## src/rtl/tune_sweep_ctrl.sv

```systemverilog
module tune_sweep_ctrl #(
  parameter int TUNE_W       = 6,
  parameter int LAST_CODE    = 39,
  parameter int UPD_TIMEOUT  = 50,
  parameter int TEST_TIMEOUT = 5000
) (
  input  logic              clk,
  input  logic              rst_n,
  input  logic              start,
  input  logic              hs200_mode,
  output logic [TUNE_W-1:0] tune_val,
  output logic              upd_req,
  input  logic              upd_ack,
  output logic              test_req,
  input  logic              test_valid,
  input  logic              test_pass,
  output logic              done,
  output logic              error,
  output logic              not_appl
);
  localparam int RUN_W = $clog2(LAST_CODE + 2);
  localparam int TO_MAX = (UPD_TIMEOUT > TEST_TIMEOUT) ? UPD_TIMEOUT : TEST_TIMEOUT;
  localparam int CNT_W = $clog2(TO_MAX + 1);

  typedef enum logic [2:0] {S_IDLE, S_UPD, S_TEST, S_NEXT, S_FIN} state_t;

  state_t            state;
  logic [TUNE_W-1:0] tune_q, best_end;
  logic [RUN_W-1:0]  cur_run, best_run, cur_next;
  logic [CNT_W-1:0]  cnt;
  logic              step_go, step_pass, upd_expired;

  assign tune_val    = tune_q;
  assign upd_req     = (state == S_UPD) || (state == S_FIN);
  assign test_req    = (state == S_TEST);
  assign upd_expired = !upd_ack && (cnt == CNT_W'(UPD_TIMEOUT - 1));
  assign cur_next    = step_pass ? cur_run + 1'b1 : '0;

  always_comb begin
    step_go   = 1'b0;
    step_pass = 1'b0;
    if (state == S_UPD && upd_expired) begin
      step_go = 1'b1;
    end else if (state == S_TEST) begin
      if (test_valid) begin
        step_go   = 1'b1;
        step_pass = test_pass;
      end else if (cnt == CNT_W'(TEST_TIMEOUT - 1)) begin
        step_go = 1'b1;
      end
    end
  end

  always_ff @(posedge clk or negedge rst_n) begin
    if (!rst_n) begin
      state    <= S_IDLE;
      tune_q   <= '0;
      best_end <= '0;
      cur_run  <= '0;
      best_run <= '0;
      cnt      <= '0;
      done     <= 1'b0;
      error    <= 1'b0;
      not_appl <= 1'b0;
    end else begin
      case (state)
        S_IDLE: if (start) begin
          done     <= 1'b0;
          error    <= 1'b0;
          not_appl <= !hs200_mode;
          if (hs200_mode) begin
            tune_q   <= '0;
            cur_run  <= '0;
            best_run <= '0;
            best_end <= '0;
            cnt      <= '0;
            state    <= S_UPD;
          end
        end
        S_UPD: begin
          if (upd_ack) begin
            cnt   <= '0;
            state <= S_TEST;
          end else if (!step_go) begin
            cnt <= cnt + 1'b1;
          end
        end
        S_TEST: if (!step_go) cnt <= cnt + 1'b1;
        S_NEXT: begin
          cnt <= '0;
          if (tune_q == TUNE_W'(LAST_CODE)) begin
            if (best_run == '0) begin
              error <= 1'b1;
              state <= S_IDLE;
            end else begin
              tune_q <= best_end - TUNE_W'(best_run >> 1);
              state  <= S_FIN;
            end
          end else begin
            tune_q <= tune_q + 1'b1;
            state  <= S_UPD;
          end
        end
        S_FIN: begin
          if (upd_ack) begin
            done  <= 1'b1;
            state <= S_IDLE;
          end else if (upd_expired) begin
            error <= 1'b1;
            state <= S_IDLE;
          end else begin
            cnt <= cnt + 1'b1;
          end
        end
        default: state <= S_IDLE;
      endcase
      if (step_go) begin
        cur_run <= cur_next;
        if (step_pass && cur_next > best_run) begin
          best_run <= cur_next;
          best_end <= tune_q;
        end
        state <= S_NEXT;
      end
    end
  end

  assert_req_exclusive_R11: assert property (@(posedge clk) disable iff (!rst_n)
    !(upd_req && test_req));
  assert_code_held_R3: assert property (@(posedge clk) disable iff (!rst_n)
    (test_req && $past(upd_req || test_req)) |-> $stable(tune_val));
  assert_sweep_range_R3: assert property (@(posedge clk) disable iff (!rst_n)
    test_req |-> (tune_val <= TUNE_W'(LAST_CODE)));
  assert_done_error_apart_R8: assert property (@(posedge clk) disable iff (!rst_n)
    !(done && error));
  assert_done_after_ack_R9: assert property (@(posedge clk) disable iff (!rst_n)
    $rose(done) |-> $past(upd_ack && upd_req));
  assert_best_bounded_R6: assert property (@(posedge clk) disable iff (!rst_n)
    (state == S_TEST) |-> (best_run <= RUN_W'(tune_q)));
  assert_na_idle_R2: assert property (@(posedge clk) disable iff (!rst_n)
    not_appl |-> !(upd_req || test_req));
endmodule

```

## config.mk

```make
export PLATFORM = sky130hd
export DESIGN_NAME = tune_sweep_ctrl
export DESIGN_NICKNAME = d
export VERILOG_FILES = /design/src/rtl/tune_sweep_ctrl.sv
export SDC_FILE = /design/constraint.sdc
export NUM_CORES = 1
export LEC_CHECK = 0
export ABC_AREA = 0
export CAP_MARGIN = 20
export CORE_MARGIN = 8
export CORE_UTILIZATION = 54
export DETAILED_ROUTE_END_ITERATION = 8
export PLACE_DENSITY_LB_ADDON = 0.12
export SLEW_MARGIN = 20
export SYNTH_ARGS = -nofsm -noshare
export SYNTH_HDL_FRONTEND = slang
export SYNTH_SLANG_ARGS = --single-unit
export TNS_END_PERCENT = 50
```

## constraint.sdc

```tcl
create_clock -name clk -period 3.4 [get_ports clk]
set_input_delay 0.34 -clock clk [delete_from_list [all_inputs] [get_ports clk]]
set_output_delay 0.34 -clock clk [all_outputs]
set_load 0.1 [all_outputs]
```

Word-level counts from Yosys, hierarchy flattened:

Cells that the tools add are included.

* reductions and logical operators: 22
* $lt $le $gt $ge: 1
* muxes and demuxes: 49
* eq/ne operators: 21
* add/subtract/negate cells: 4

Operators by type and width (number)
* 2-to-1 mux 6 bit: 17
* 2-to-1 mux 13 bit: 6
* case mux 13 bit (5 select lines): 1
* 2-to-1 mux 3 bit: 8
* inequality test 2 bit (second input constant): 8
* case mux 3 bit (5 select lines): 1
* adder 13 x 1 -> 13 bit (second input constant): 1
* equality test 13 bit (second input constant): 1
* equality test 13 x 6 -> 1 bit (second input constant): 1
* 2-to-1 mux 1 bit: 13
* adder 6 x 1 -> 6 bit (second input constant): 2
* inequality test 3 bit (second input constant): 4
* case mux 6 bit (2 select lines): 1
* AND reduction 5 bit: 2
* nonzero test 2 bit: 5
* equality test 3 x 2 -> 1 bit (second input constant): 2
* equality test 6 bit (second input constant): 1
* greater-than comparator 6 bit: 1
* zero test 6 bit: 1
* AND reduction 3 bit: 2
* AND reduction 6 bit: 1
* subtractor 6 x 5 -> 6 bit: 1
* nonzero test 5 bit: 1
* inequality test 4 bit (second input constant): 1
* other kinds (12): 15

* logic and storage cells: 106
* bits in registers: 43
* output and inout bits: 11
* input port bits: 7

Longest topological paths before layout:

* depth after elaboration: 9
* gate-level depth with buffers: 13
* gate-level depth less buffers: 11

Worst setup path after synthesis:

Ideal clock, no wire load.

* path type: register to register
* start point: reg state[0]
* end point: reg best_end[0]
* stages on the path, launching flop included: 13
* arrival: 3.782 ns
* period minus slack after synthesis: 3.908 ns
* path slack: -0.508 ns
* data required time: 3.273 ns
* buffers on the path: 2
* setup time: 0.127 ns
* cell sequence: dfrtp_1 > or3b_1 > buf_2 > inv_1 > nand3_1 > nor2_1 > ha_1 > or3b_2 > mux2i_1 > nor4b_1 > o311ai_1 > buf_6 > mux2_4

* longest elaborated chain between the ends: 8
* elaborated cells on any way between the ends: 14
* classes of those cells: 1 x order compare; 2 x eq/ne; 8 x mux; 3 x reduce/logical

Ends and longest elaborated chain
* start, declared: line 27 `state_t state;`
* start signal, assigned: line 56 `state <= S_IDLE;`
* start signal, assigned: line 77 `state <= S_UPD;`
* start signal, assigned: line 83 `state <= S_TEST;`
* equality test 3 x 2 -> 1 bit *
* net test_req: line 14 `output logic test_req,`
* 2-to-1 mux 1 bit: line 44 `end else if (state == S_TEST) begin`
* 2-to-1 mux 1 bit: line 42 `if (state == S_UPD && upd_expired) begin`
* 2-to-1 mux 6 bit: line 37 `assign cur_next = step_pass ? cur_run + 1'b1 : '0;`
* greater-than comparator 6 bit: line 119 `if (step_pass && cur_next > best_run) begin`
* logical AND 1 bit: line 119
* 2-to-1 mux 6 bit: line 119
* 2-to-1 mux 6 bit *: line 117 `if (step_go) begin`
* end signal, assigned: line 121 `best_end <= tune_q;`
* end, declared: line 28 `logic [TUNE_W-1:0] tune_q, best_end;`

The timed path passes the listed nets; every way through them passes the cells marked *.
A chain may end at the register's enable or synchronous reset.

Final worst setup path:

* start point: reg state[0]
* end point: reg best_run[5]

* longest elaborated chain between the ends: 8
* elaborated cells on any way between the ends: 14
* classes of those cells: 1 x order compare; 2 x eq/ne; 8 x mux; 3 x reduce/logical

Ends and longest elaborated chain
* equality test 3 x 2 -> 1 bit / equality test 3 x 1 -> 1 bit (equally long branches): line 44, 42
* 2-to-1 mux 1 bit / logical AND 1 bit (equally long branches): line 44, 42
* 2-to-1 mux 1 bit: line 42
* 2-to-1 mux 6 bit: line 37
* greater-than comparator 6 bit: line 119
* logical AND 1 bit: line 119
* 2-to-1 mux 6 bit: line 119
* 2-to-1 mux 6 bit *: line 117
* end signal, assigned: line 120 `best_run <= cur_next;`
* end, declared: line 29 `logic [RUN_W-1:0] cur_run, best_run, cur_next;`

Mark *: on every way between the ends. The rest lies on a longest branch, timed or not.

==> results.yml <==
layout:
  drive_above_1_share: 0.0878
  final_core_util: 0.634
  antennaDiodeCount: 0
  mostFrequentLayoutCells: "nand2_1 (43), dfrtp_1 (43), nor2_1 (26), o21ai_0 (26), inv_1 (20)"
  area_growth_pct: 13.3
  layoutNonFillerInstCount: 423
  finalNetCount: 375
detailed_routing:
  drt-pass1-iter-count: 4
  vias_per_cell: 5.81
  dr_total_vias: 2459
  drt_iter0_markers: 165
  routedWlPerCell_um: 15.8
  routed_wl_um: 6680
  drtAntennaViolNets: 0
  drc: 0
placed_design:
  portBuffers: 17
  gp_congestion: 0.922
  dpl.hpwl_um: 4980
  dp.cells: 417
  place_ws_ps: 282
synthesis:
  synth.cell_area_um2: 2860
  netlist.area_leader.share: 0.377
  synth_top_family_by_area: "simple AND/OR/NAND/NOR gates"
  netlist_instances: 334
  synth-compound-area-share: 0.194
  synthesis.nets: 355
  synthMuxAreaShare: 0.0587
  ys.flop_type: "dfrtp_1"
  synth_area_per_cell_um2: 8.56
  synth_area_leaders: "dfrtp_1 (38%), ha_1 (5.7%), nand2_1 (5.6%), o21ai_0 (4.6%), nor2_1 (3.5%)"
  ys_seq_area_frac: 0.377
  synth_top_area_cell: "dfrtp_1"
  yosysUniqueCellTypes: 56
  synthSimpleGateAreaFrac: 0.230
  ys_warn_count: 0
  synth-seq-cells: 43
  synthAdderAreaFrac: 0.0639
  synthXorXnorAreaFrac: 0.0276
  synth_edf_count: 0
  synthArstFlopShare: 1.00
timing:
  fin_worst_skew_ps: 2.73
  maxSlewViolCount: 0
  fin_ws_ps: 301
  setup_tns_ps: 0
  setup_viol: 0
  tightest_slew_ps: 981
  timing.hold.ws_ps: 20.2
  fmax_ghz: 0.323
  rsz0062_at_grt: "no"
  min_period_ps: 3100
  hold_viol_final: 0
  relSlewSlack: 0.344
  finalCritPeriodShare: 0.911
floorplanning:
  core_um2: 5110
  ios: 18
  start_util: 0.560
  die_h_um: 88.7
  dieArea_um2: 7880
  die_w_um: 88.7
  row_count: 26
setup_path:
  cp-start-kind: "flip-flop"
  crit_type: "reg -> reg"
  crit_fanout: 12
  critPathCaptureType: "flip-flop"
  arrival_ps: 3270
  crit_required_ps: 3570
power:
  ir_drop_mv: 0.861
  p_leak_nw: 1.43
  powerDensity_nw_per_um2: 644
job:
  max_cap_violations: 0
clock_tree:
  numCtsBuffers: 5
  cts_buffer_depth: 2
  post_cts_buffers: 0
  clk_pin_slew_ps: 80
  cts_hold_buf: 0
  cts_root_buf: "clkbuf_8"
  worstSkewPairLatency_ps: 290
  cts_max_level: 2
  cts_num_sinks: 43
  cts.repair.resized: 0
  tritoncts: "yes"
global_routing:
  grt_overflow: 0
  grt_first_pass_wirelength_um: 11600
  grt_max_degree: 44
  grt_pass1_vias: 2378
  gr-usage-all-layers: 0.187
  antenna_found_initial: 0
min_path:
  worstHoldPathType: "in -> async"
outcome:
  status: "complete, no violations"
[registers in the layout (all words and copies together), names as in the netlist]
register / count
cnt: 13
error: 1
not_appl: 1
best_run: 6
done: 1
tune_val: 6
state: 3
best_end: 6
cur_run: 6
[through the flow]
stage / power (W) / cell area, µm²
floorplan: 0.00150 / 2900
global placement: 0.00177 / 3160
detailed placement: 0.00179 / 3160
CTS: 0.00210 / 3240
global route: 0.00222 / 3240
finish: 0.00208 / 3240
[critical path, cell delays in order (launching register included)]
cell and delay (ps):
dfrtp_1 380, or3b_1 430, clkinvlp_4 120, nand3_4 90
nor2_4 140, ha_4 230, or3b_2 190, mux2i_1 60
nor4b_1 430, o31ai_1 170, o311ai_2 100, buf_4 270
mux2_2 370
[kinds of logic after synthesis]
kind of cell / count (synthesis)
flip-flops: 43
XOR/XNOR: 9
AND/OR/NAND/NOR: 131
adder cells (fa/ha/maj): 14
buffers and inverters: 35
AO/OA/AOI/OAI: 87
multiplexers: 15
[final cells by class]
type	count	area [µm²]
Fill cell	457	1870
Tap cell	70	87.6
Timing Repair Buffer	27	238
Clock buffer	6	72.6
Multi-Input combinational cell	256	1680
Inverter	21	82.6
Sequential cell	43	1080
[where the power goes]
group	leakage, nW	switching, W	internal [W]	total (W)
registers	0.590	0.0000726	0.000591	0.000664
clock network	0.0371	0.000165	0.000137	0.000302
logic	0.804	0.000791	0.000328	0.00112
[routing by layer]
layer	vias to the layer above	routed length, µm	track usage
li1	1240	-	-
met1	1160	3240	0.265
met2	55	3040	0.287
met3	4	359	0.0362
met4	0	32	0.0323
met5	-	0	0
[cells in the mapped netlist (3+ instances only)]
cell and n:
xnor2_1 7, mux2_4 3, inv_1 21, nor4_1 8, o21a_1 3, and2_1 6
mux2i_1 10, a21oi_1 17, nor2_1 27, nand3_1 14, o21ai_0 26, or3_1 3
a21o_1 7, dfrtp_1 43, a31oi_1 3, nand2b_1 4, nor3_1 6, ha_1 13
o311ai_0 3, o31ai_1 5, nand2_1 43, clkbuf_1 12, a32oi_1 3
[path summary, 6_finish.rpt]
| kind | from | to | slack, ps | depth (start not counted) |
|---|---|---|---|---|
| worst max-delay path | state[0] | best_run[5] | 300 | 12 |
| worst min register to register | not_appl | not_appl | 500 | 2 |
| max in group asynchronous | rst_n | done | 2990 | 1 |
| min in group clk | not_appl | not_appl | 500 | 2 |
| worst min-delay path | rst_n | best_end[1] | 20 | 1 |
| worst max register to register | state[0] | best_run[5] | 300 | 12 |
No activity file was read; power rests on OpenSTA's default activity.
